**src/rtl/cdt_pkg.sv**
```systemverilog
package cdt_pkg;
  // word indices of the register map
  localparam int unsigned IDX_STATUS = 0;
  localparam int unsigned IDX_CTRL   = 1;
  localparam int unsigned IDX_LOAD   = 2;
  localparam int unsigned IDX_LIVE   = 3;
  localparam int unsigned NUM_REGS   = 4;

  // status bits
  localparam int unsigned ST_TO_BIT  = 0;
  localparam int unsigned ST_RUN_BIT = 1;

  // control bits
  localparam int unsigned CT_IEN_BIT   = 0;
  localparam int unsigned CT_AUTO_BIT  = 1;
  localparam int unsigned CT_START_BIT = 2;
  localparam int unsigned CT_STOP_BIT  = 3;
  localparam int unsigned CT_W         = 4;

  typedef struct packed {
    logic status;
    logic ctrl;
    logic load;
  } wr_strobe_t;
endpackage

```
**src/rtl/cdt_rst_sync.sv**
```systemverilog
module cdt_rst_sync #(
  parameter int unsigned STAGES = 2
) (
  input  logic clk,
  input  logic rst_n,
  output logic rst_s_n
);
  logic [STAGES-1:0] sh_q;
  logic [STAGES-1:0] sh_d;

  generate
    if (STAGES == 1) begin : g_one
      assign sh_d = 1'b1;
    end else begin : g_many
      assign sh_d = {sh_q[STAGES-2:0], 1'b1};
    end
  endgenerate

  always_ff @(posedge clk or negedge rst_n) begin
    if (!rst_n) sh_q <= '0;
    else        sh_q <= sh_d;
  end

  assign rst_s_n = sh_q[STAGES-1];
endmodule

```
**src/rtl/cdt_decode.sv**
```systemverilog
module cdt_decode
  import cdt_pkg::*;
#(
  parameter int unsigned ADDR_W = 5,
  parameter int unsigned DATA_W = 32
) (
  input  logic              bus_sel,
  input  logic              bus_we,
  input  logic [ADDR_W-1:0] bus_addr,
  input  logic              to_q,
  input  logic              run_q,
  input  logic              ien_q,
  input  logic              auto_q,
  input  logic [DATA_W-1:0] load_q,
  input  logic [DATA_W-1:0] cnt_q,
  output wr_strobe_t        wr,
  output logic [DATA_W-1:0] bus_rdata
);
  localparam int unsigned IDX_W = ADDR_W - 2;
  localparam int unsigned SEL_W = $clog2(NUM_REGS);

  logic [IDX_W-1:0]  idx;
  logic              hit;
  logic [DATA_W-1:0] rmap [NUM_REGS];

  assign idx = bus_addr[ADDR_W-1:2];
  assign hit = (bus_addr[1:0] == 2'b00) && (idx < IDX_W'(NUM_REGS));

  always_comb begin
    wr = '0;
    if (bus_sel && bus_we && hit) begin
      wr.status = (idx == IDX_W'(IDX_STATUS));
      wr.ctrl   = (idx == IDX_W'(IDX_CTRL));
      wr.load   = (idx == IDX_W'(IDX_LOAD));
    end
  end

  always_comb begin
    for (int i = 0; i < NUM_REGS; i++) rmap[i] = '0;
    rmap[IDX_STATUS][ST_TO_BIT]  = to_q;
    rmap[IDX_STATUS][ST_RUN_BIT] = run_q;
    rmap[IDX_CTRL][CT_IEN_BIT]   = ien_q;
    rmap[IDX_CTRL][CT_AUTO_BIT]  = auto_q;
    rmap[IDX_LOAD]               = load_q;
    rmap[IDX_LIVE]               = cnt_q;
  end

  always_comb begin
    bus_rdata = '0;
    if (bus_sel && !bus_we && hit) bus_rdata = rmap[idx[SEL_W-1:0]];
  end
endmodule

```
**src/rtl/cdt_ctrl.sv**
```systemverilog
module cdt_ctrl
  import cdt_pkg::*;
#(
  parameter int unsigned DATA_W = 32
) (
  input  logic              clk,
  input  logic              rst_n,
  input  wr_strobe_t        wr,
  input  logic [DATA_W-1:0] wdata,
  input  logic              expire,
  output logic              to_q,
  output logic              run_q,
  output logic              ien_q,
  output logic              auto_q,
  output logic [DATA_W-1:0] load_q
);
  logic start_s, stop_s;
  logic ctl_en, load_en, to_en, run_en;
  logic to_d, run_d;

  assign start_s = wr.ctrl && wdata[CT_START_BIT];
  assign stop_s  = wr.ctrl && wdata[CT_STOP_BIT];

  // next-state and enables
  always_comb begin
    ctl_en  = wr.ctrl;
    load_en = wr.load;
    to_en   = expire || wr.status;
    to_d    = expire;
    run_en  = start_s || stop_s || (expire && !auto_q);
    run_d   = start_s && !stop_s;
  end

  always_ff @(posedge clk or negedge rst_n) begin
    if (!rst_n) begin
      ien_q  <= 1'b0;
      auto_q <= 1'b0;
    end else if (ctl_en) begin
      ien_q  <= wdata[CT_IEN_BIT];
      auto_q <= wdata[CT_AUTO_BIT];
    end
  end

  always_ff @(posedge clk or negedge rst_n) begin
    if (!rst_n)       load_q <= '0;
    else if (load_en) load_q <= wdata;
  end

  always_ff @(posedge clk or negedge rst_n) begin
    if (!rst_n)     to_q <= 1'b0;
    else if (to_en) to_q <= to_d;
  end

  always_ff @(posedge clk or negedge rst_n) begin
    if (!rst_n)      run_q <= 1'b0;
    else if (run_en) run_q <= run_d;
  end
endmodule

```
**src/rtl/cdt_counter.sv**
```systemverilog
module cdt_counter #(
  parameter int unsigned DATA_W = 32
) (
  input  logic              clk,
  input  logic              rst_n,
  input  logic              run_q,
  input  logic              auto_q,
  input  logic              load,
  input  logic [DATA_W-1:0] load_val,
  input  logic [DATA_W-1:0] load_q,
  output logic [DATA_W-1:0] cnt_q,
  output logic              expire
);
  logic              zero;
  logic              cnt_en;
  logic [DATA_W-1:0] cnt_d;

  assign zero   = (cnt_q == '0);
  assign expire = run_q && zero;

  always_comb begin
    cnt_en = load || (run_q && (!zero || auto_q));
    if (load)      cnt_d = load_val;
    else if (zero) cnt_d = load_q;
    else           cnt_d = cnt_q - DATA_W'(1);
  end

  always_ff @(posedge clk or negedge rst_n) begin
    if (!rst_n)      cnt_q <= '0;
    else if (cnt_en) cnt_q <= cnt_d;
  end
endmodule

```
**src/rtl/cdt_timer.sv**
```systemverilog
module cdt_timer
  import cdt_pkg::*;
#(
  parameter int unsigned DATA_W = 32,
  parameter int unsigned ADDR_W = 5
) (
  input  logic              clk,
  input  logic              rst_n,
  input  logic              bus_sel,
  input  logic              bus_we,
  input  logic [ADDR_W-1:0] bus_addr,
  input  logic [DATA_W-1:0] bus_wdata,
  output logic [DATA_W-1:0] bus_rdata,
  output logic              irq
);
  logic              rst_s_n;
  wr_strobe_t        wr;
  logic              to_q, run_q, ien_q, auto_q, expire;
  logic [DATA_W-1:0] load_q, cnt_q;

  cdt_rst_sync #(.STAGES(2)) u_rst (
    .clk(clk), .rst_n(rst_n), .rst_s_n(rst_s_n)
  );

  cdt_decode #(.ADDR_W(ADDR_W), .DATA_W(DATA_W)) u_dec (
    .bus_sel(bus_sel), .bus_we(bus_we), .bus_addr(bus_addr),
    .to_q(to_q), .run_q(run_q), .ien_q(ien_q), .auto_q(auto_q),
    .load_q(load_q), .cnt_q(cnt_q), .wr(wr), .bus_rdata(bus_rdata)
  );

  cdt_ctrl #(.DATA_W(DATA_W)) u_ctrl (
    .clk(clk), .rst_n(rst_s_n), .wr(wr), .wdata(bus_wdata),
    .expire(expire), .to_q(to_q), .run_q(run_q), .ien_q(ien_q),
    .auto_q(auto_q), .load_q(load_q)
  );

  cdt_counter #(.DATA_W(DATA_W)) u_cnt (
    .clk(clk), .rst_n(rst_s_n), .run_q(run_q), .auto_q(auto_q),
    .load(wr.load), .load_val(bus_wdata), .load_q(load_q),
    .cnt_q(cnt_q), .expire(expire)
  );

  assign irq = to_q && ien_q;
endmodule

```
**config.mk**
```make
export PLATFORM = sky130hd
export DESIGN_NAME = cdt_timer
export DESIGN_NICKNAME = d
export VERILOG_FILES = /design/src/rtl/cdt_pkg.sv /design/src/rtl/cdt_rst_sync.sv /design/src/rtl/cdt_decode.sv /design/src/rtl/cdt_ctrl.sv /design/src/rtl/cdt_counter.sv /design/src/rtl/cdt_timer.sv
export SDC_FILE = /design/constraint.sdc
export NUM_CORES = 1
export LEC_CHECK = 0
export BUFFER_PORTS_ARGS = -buffer_cell sky130_fd_sc_hd__buf_4
export CAP_MARGIN = 15
export CORE_ASPECT_RATIO = 0.8
export CORE_MARGIN = 5
export CORE_UTILIZATION = 45
export DETAILED_ROUTE_END_ITERATION = 10
export GPL_ROUTABILITY_DRIVEN = 0
export HOLD_SLACK_MARGIN = 0.15
export PLACE_DENSITY = 0.66
export SLEW_MARGIN = 40
export SYNTH_ARGS = -nofsm -noshare
export SYNTH_HDL_FRONTEND = slang
export SYNTH_SLANG_ARGS = --single-unit
export TNS_END_PERCENT = 100
```
**constraint.sdc**
```tcl
create_clock -name clk -period 3.4 [get_ports clk]
set_input_delay 0 -clock clk [delete_from_list [all_inputs] [get_ports clk]]
set_output_delay 0 -clock clk [all_outputs]
set_load 0.02 [all_outputs]
```
==> flow_metrics.py, run 1 <==
metrics = {
    "clocking": {
        "cts_tree": "yes",
        "post-cts-setup-buffers": 0,
        "post_cts_resized": 0,
        "cts_max_level": 3,
        "worstSkewPairLatency_ns": 0.34,
        "cts.sinks": 70,
        "clk_pin_slew_worst_paths_ns": 0.05,
        "clockRootBuffer": "clkbuf_16",
        "cts_buffers": 9,
        "cts_buffer_depth": 2,
    },
    "yosys": {
        "synth-simple-area-share_pct": 28.1,
        "avgSynthCellArea_um2": 8.37,
        "synth.top_cell.area_share_pct": 39.0,
        "yosys.area_share.adder_pct": 0.557,
        "synthMuxAreaShare_pct": 8.19,
        "synth_fp_nets": 580,
        "synth_edf_count": 0,
        "synthArstFlopShare_pct": 100,
        "synth_xor_xnor_area_share_pct": 2.14,
        "synth_warnings": 0,
        "synth_cell_types": 61,
        "synth_top_area_cell": "dfrtp_1",
        "synthTopCellsByArea": "dfrtp_1, nand2_1, mux2i_1, nor2_1, a31oi_1",
        "ys_seq_area_share_pct": 39.0,
        "syn_area_um2": 4490,
        "synth_top_family_by_area": "simple AND/OR/NAND/NOR gates",
        "synth-compound-area-share_pct": 15.7,
        "syn_inst": 537,
        "synth_top_flop_cell": "dfrtp_1",
        "synth_seq_cells": 70,
    },
    "timing": {
        "max_slew_margin_pct": 53.8,
        "hold_violations": 0,
        "rsz0062_at_grt": "false",
        "worst_pin_slew_ns": 0.691,
        "fin_skew_ns": 0.00671,
        "finalSetupTns_ns": 0,
        "setup_ws_ns": 0.355,
        "slew_violations": 0,
        "setup_viol": 0,
        "max_freq_mhz": 328,
        "period_minus_slack_ns": 3.05,
        "period_share_pct": 89.6,
    },
    "die": {
        "start_util_pct": 46.4,
        "core_area_um2": 9690,
        "row_count": 32,
        "dieArea_um2": 12100,
        "io_pins": 74,
        "die_h_um": 99.4,
        "die_w_um": 122,
    },
    "critical_path": {
        "crit_fanout": 5,
        "setup.worst_path.class": "input port to flop",
        "worstPathRequired_ns": 3.61,
        "cp_common_cell": "dlygate4sd3_1",
        "cp_cell_sequence": "dlygate4sd3_1, buf_4, nor4b_2, dlygate4sd3_1, nand2_1, nor3b_1, mux2_2, dlygate4sd3_1",
        "critPathSlowestCell": "dlygate4sd3_1",
        "crit_buf_inv": 4,
        "critPathLaunchType": "input port",
        "r2r_setup_slack_ns": 0.48,
        "end_kind": "flop",
        "critical_path_arrival_ns": 3.26,
        "slowest_delay_ns": 0.62,
        "cpLargestDelayFamily": "buffers and inverters",
    },
    "global_routing": {
        "grt.total_usage_pct": 22.5,
        "grt-ovfl-total": 0,
        "grt_max_degree": 54,
        "grt_pass1_vias": 4231,
        "antenna_found_initial": 0,
        "grt_pass1_wl_mm": 21.8,
    },
    "detailed_routing": {
        "routedWlPerCell_um": 17.2,
        "avgViaCountPerCell": 5.67,
        "routed_wl_mm": 13.1,
        "vias": 4312,
        "drtPass1Iterations": 5,
        "drtIter0Drc": 384,
        "drc": 0,
        "ant_nets": 0,
    },
    "outcome": {
        "run_status": "finished clean",
    },
    "power_and_ir_drop": {
        "power.leakage_nw": 2.67,
        "p_per_area_nw_per_um2": 517,
        "irDropWorstVdd_uv": 279,
    },
    "cells_and_area": {
        "antenna_cells": 0,
        "nets": 668,
        "most-common-layout-cells": "nand2_1, buf_4, dfrtp_1",
        "stdcell_area_um2": 5740,
        "final_common_cell": "nand2_1",
        "layout-area-overhead-vs-synth_pct": 27.7,
        "layoutNonFillerInstCount": 761,
        "drive_gt1_share_pct": 18.4,
    },
    "placement": {
        "port-buffer-count": 73,
        "hpwlAfterDp_mm": 9.05,
        "placedInstanceArea_um2": 5080,
        "place_ws_ns": 0.688,
        "placed_cells_incl_taps": 710,
    },
    "min_path": {
        "hp-class": "flop to asynchronous set/reset pin",
    },
    "job": {
        "drv_cap": 0,
    },
}
what timing repair did:
action / 4_1_cts / 5_1_grt
endpoints found under the setup margin: 0 / 0
hold buffers: 40 / 0
hold endpoints to repair: 70 / 0
sequential cells by signal (all words and copies together) (netlist names):
signal,cells
u_cnt.cnt_q,32
u_ctrl.load_q,32
u_rst.sh_q,2
u_ctrl.auto_q,1
u_ctrl.ien_q,1
u_ctrl.run_q,1
u_ctrl.to_q,1
logic make-up after synthesis:
logic type                 count (synthesis)
DFF                                       70
AOI/OAI and AO/OA                        103
xor gates and xnor gates                  11
other                                      1
adders and majority gates                  2
and+or+nand+nor                          260
muxes                                     34
buffers and inverters                     56
worst paths after layout:
check                                     from  cells after the start                end
worst max-delay path               bus_addr[4]                      8       u_ctrl.ien_q
worst min-delay path             u_rst.sh_q[1]                      0  u_ctrl.load_q[18]
worst max register to register  u_cnt.cnt_q[2]                      7       u_ctrl.run_q
worst min register to register   u_rst.sh_q[1]                      0  u_ctrl.load_q[18]
max in group asynchronous        u_rst.sh_q[1]                      1   u_ctrl.load_q[4]
min in group clk                   bus_addr[0]                      6  u_ctrl.load_q[18]
layer usage:
layer	vias up	wire [um]	global-route usage, %
met5	-	0	0
met4	0	175	6.55
met3	17	791	5.57
met2	144	5700	33.1
met1	2075	6410	32.7
li1	2076	-	-
per-stage QoR:
| step | total power, mW | util, % | hold slack [ns] |
|---|---|---|---|
| finish | 2.97 | 59.2 | 0.181 |
| global route | 3.15 | 59.2 | 0.208 |
| CTS | 2.96 | 59.1 | 0.184 |
| detailed placement | 2.10 | 52.4 | -0.215 |
| global placement | 2.06 | 52.1 | -0.217 |
| floorplan | 1.90 | - | -0.296 |
where the power goes:
| part | total, mW | internal, mW | switching (mW) |
|---|---|---|---|
| logic | 0.794 | 0.409 | 0.385 |
| clock network | 0.817 | 0.492 | 0.325 |
| registers | 1.35 | 1.02 | 0.337 |
layout make-up:
cell class,instances,area [um^2]
clock buffer,11,243
fill,901,3950
inverter,10,37.5
multi-input combinational,411,2490
sequential,70,1750
tap,136,170
timing repair buffer,123,1040
cells in the mapped netlist (10+ instances only):
cell	count
a21oi_1	17
a31oi_1	22
clkbuf_1	23
dfrtp_1	70
inv_1	10
mux2i_1	30
nand2_1	120
nand3_1	16
nand4_1	10
nor2_1	58
nor3_1	11
nor4_1	11
o211ai_1	13
o21ai_0	19
worst reg2reg max path, cell delays in order, from the launching register on:
cell and delay [ns]:
dfrtp_1 0.50, nor3_2 0.44, nor3b_2 0.34, nand4_1 0.37, buf_4 0.33, o21ai_0 0.16
a22oi_1 0.08, dlygate4sd3_1 0.58
Note: power is estimated with default switching activity, not from simulation.
==> inputs of run 2 (changes only) <==
==> constraint.sdc (replaced) <==
create_clock -name clk -period 3.4 [get_ports clk]
set_input_delay 0.34 -clock clk [delete_from_list [all_inputs] [get_ports clk]]
set_output_delay 0.34 -clock clk [all_outputs]
set_load 0.02 [all_outputs]
==> run 2 against run 1 <==
Against the previous run: wire length shrank 5.3%; setup slack gained 0.22 ns; count of clock-buffer cells in the layout is the same; design area shrank 6.2%; non-clock buffer count shrank 38; critical path type is now flop to flop; critical endpoint is now u_cnt.cnt_q[31].
==> flow_metrics.py, run 2 (synthesis gave the netlist of run 1 again) <==
metrics = {
    "critical_path": {
        "critical_path_arrival_ns": 3.06,
        "critPathSlowestCell": "o22ai_2",
        "setup.worst_path.class": "flop to flop",
        "worstPathRequired_ns": 3.63,
        "crit_fanout": 11,
        "ff2ff_path_depth": 6,
        "slowest_delay_ns": 0.59,
        "end_kind": "flop",
        "critPathLaunchType": "flop",
        "cp_cell_sequence": "nor4_4, and4_1, nand4b_4, o22ai_2, a31oi_1, o22a_1",
    },
    "timing": {
        "hold_violations": 0,
        "worst_pin_slew_ns": 0.868,
        "period_share_pct": 83.1,
        "period_minus_slack_ns": 2.83,
        "fin_skew_ns": 0.00911,
        "max_freq_mhz": 354,
        "finalSetupTns_ns": 0,
        "slew_violations": 0,
        "max_slew_margin_pct": 41.3,
        "hold_ws_ns": 0.203,
        "rsz0062_at_grt": "false",
        "setup_viol": 0,
    },
    "placement": {
        "port-buffer-count": 73,
        "hpwlAfterDp_mm": 8.67,
    },
    "cells_and_area": {
        "layout-area-overhead-vs-synth_pct": 19.8,
        "antenna_cells": 0,
        "reg_top3": "u_cnt.cnt_q: 32 flops, u_ctrl.load_q: 32 flops, u_rst.sh_q: 2 flops",
        "nets": 630,
        "final_common_cell": "nand2_1",
        "drive_gt1_share_pct": 20.1,
        "ff_latch_area_um2": 1750,
        "most-common-layout-cells": "nand2_1, buf_4, dfrtp_1",
        "num-fill-cells": 953,
        "multi_input_area_um2": 2490,
    },
    "global_routing": {
        "grt-ovfl-total": 0,
        "grt.total_usage_pct": 21.1,
        "grt_pass1_wl_mm": 20.4,
        "antenna_found_initial": 0,
        "grt_pass1_vias": 3909,
        "grt_max_degree": 47,
    },
    "die": {
        "die_w_um": 122,
        "io_pins": 74,
        "dieArea_um2": 12100,
        "die_h_um": 99.4,
        "core_area_um2": 9690,
        "row_count": 32,
        "start_util_pct": 46.4,
    },
    "clocking": {
        "worstSkewPairLatency_ns": 0.34,
        "post-cts-setup-buffers": 0,
        "clk_pin_slew_worst_paths_ns": 0.06,
        "cts_buffers": 9,
        "cts_buffer_depth": 2,
        "cts_max_level": 3,
        "clockRootBuffer": "clkbuf_16",
        "cts.sinks": 70,
        "cts_tree": "yes",
    },
    "detailed_routing": {
        "drtIter0Drc": 333,
        "vias": 4147,
        "drtPass1Iterations": 5,
        "ant_nets": 0,
        "drc": 0,
        "routedWlPerCell_um": 17.0,
        "avgViaCountPerCell": 5.70,
        "routed_wl_mm": 12.4,
    },
    "power_and_ir_drop": {
        "total_power_mw": 3.02,
        "p_per_area_nw_per_um2": 561,
        "power.leakage_nw": 2.53,
        "irDropWorstVdd_uv": 306,
    },
    "job": {
        "drv_cap": 0,
    },
    "min_path": {
        "min_delay_path_depth": 3,
        "hp-class": "input port to flop",
    },
    "outcome": {
        "run_status": "finished clean",
    },
}
run 2: routing by layer:
layer  wire length, um  part of all wire [%]  GRT usage, %
met3               689                   5.6          5.06
met2              5380                    43          30.0
met5                 0                     0             0
met4               133                   1.1          5.94
met1              6190                    50          31.8
run 2: critical path, delay by kind of cell, from the launching register on:
kind,cells,cell delay [ns]
AND/OR/NAND/NOR,3,1.34
flip-flops,1,0.48
AO/OA/AOI/OAI,3,0.90
run 2: worst paths after layout:
path	slack, ns	startpoint	to
min in group asynchronous	0.25	u_rst.sh_q[1]	u_ctrl.load_q[17]
setup reg to reg	0.57	u_cnt.cnt_q[8]	u_cnt.cnt_q[31]
hold / removal	0.20	bus_wdata[29]	u_ctrl.load_q[29]
max in group asynchronous	2.11	u_rst.sh_q[1]	u_ctrl.load_q[8]
hold reg to reg	0.25	u_rst.sh_q[1]	u_ctrl.load_q[17]
setup / recovery	0.57	u_cnt.cnt_q[8]	u_cnt.cnt_q[31]
run 2: area by class of cell:
cell class | count | area share (%)
multi-input cells | 411 | 46.2
flip-flops and latches | 70 | 32.6
repair buffers | 85 | 12.1
clock buffers | 11 | 4.32
well taps | 136 | 3.16
clock inverters | 5 | 0.930
inverters | 10 | 0.697
run 2: through the flow:
step / setup WS [ns] / util [%] / instance area [um^2] / cells
2_1_floorplan: 1.24 / - / 4490 / 537
3_3_place_gp: 0.566 / 52.2 / 5060 / 709
3_5_place_dp: 0.607 / 52.5 / 5080 / 711
4_1_cts: 0.597 / 55.5 / 5380 / 728
5_1_grt: 0.388 / 55.6 / 5380 / 728
6_report: 0.574 / 55.6 / 5380 / 728
run 2: repair_timing:
item | in CTS | in global routing
hold buffers | 1 | 0
resized for setup | 0 | 0
hold endpoints to repair | 2 | 0
run 2: report_power, final:
| group | internal, mW | switching [mW] | total (mW) |
|---|---|---|---|
| sequential | 1.02 | 0.329 | 1.35 |
| combinational | 0.375 | 0.372 | 0.747 |
| clock | 0.563 | 0.364 | 0.927 |
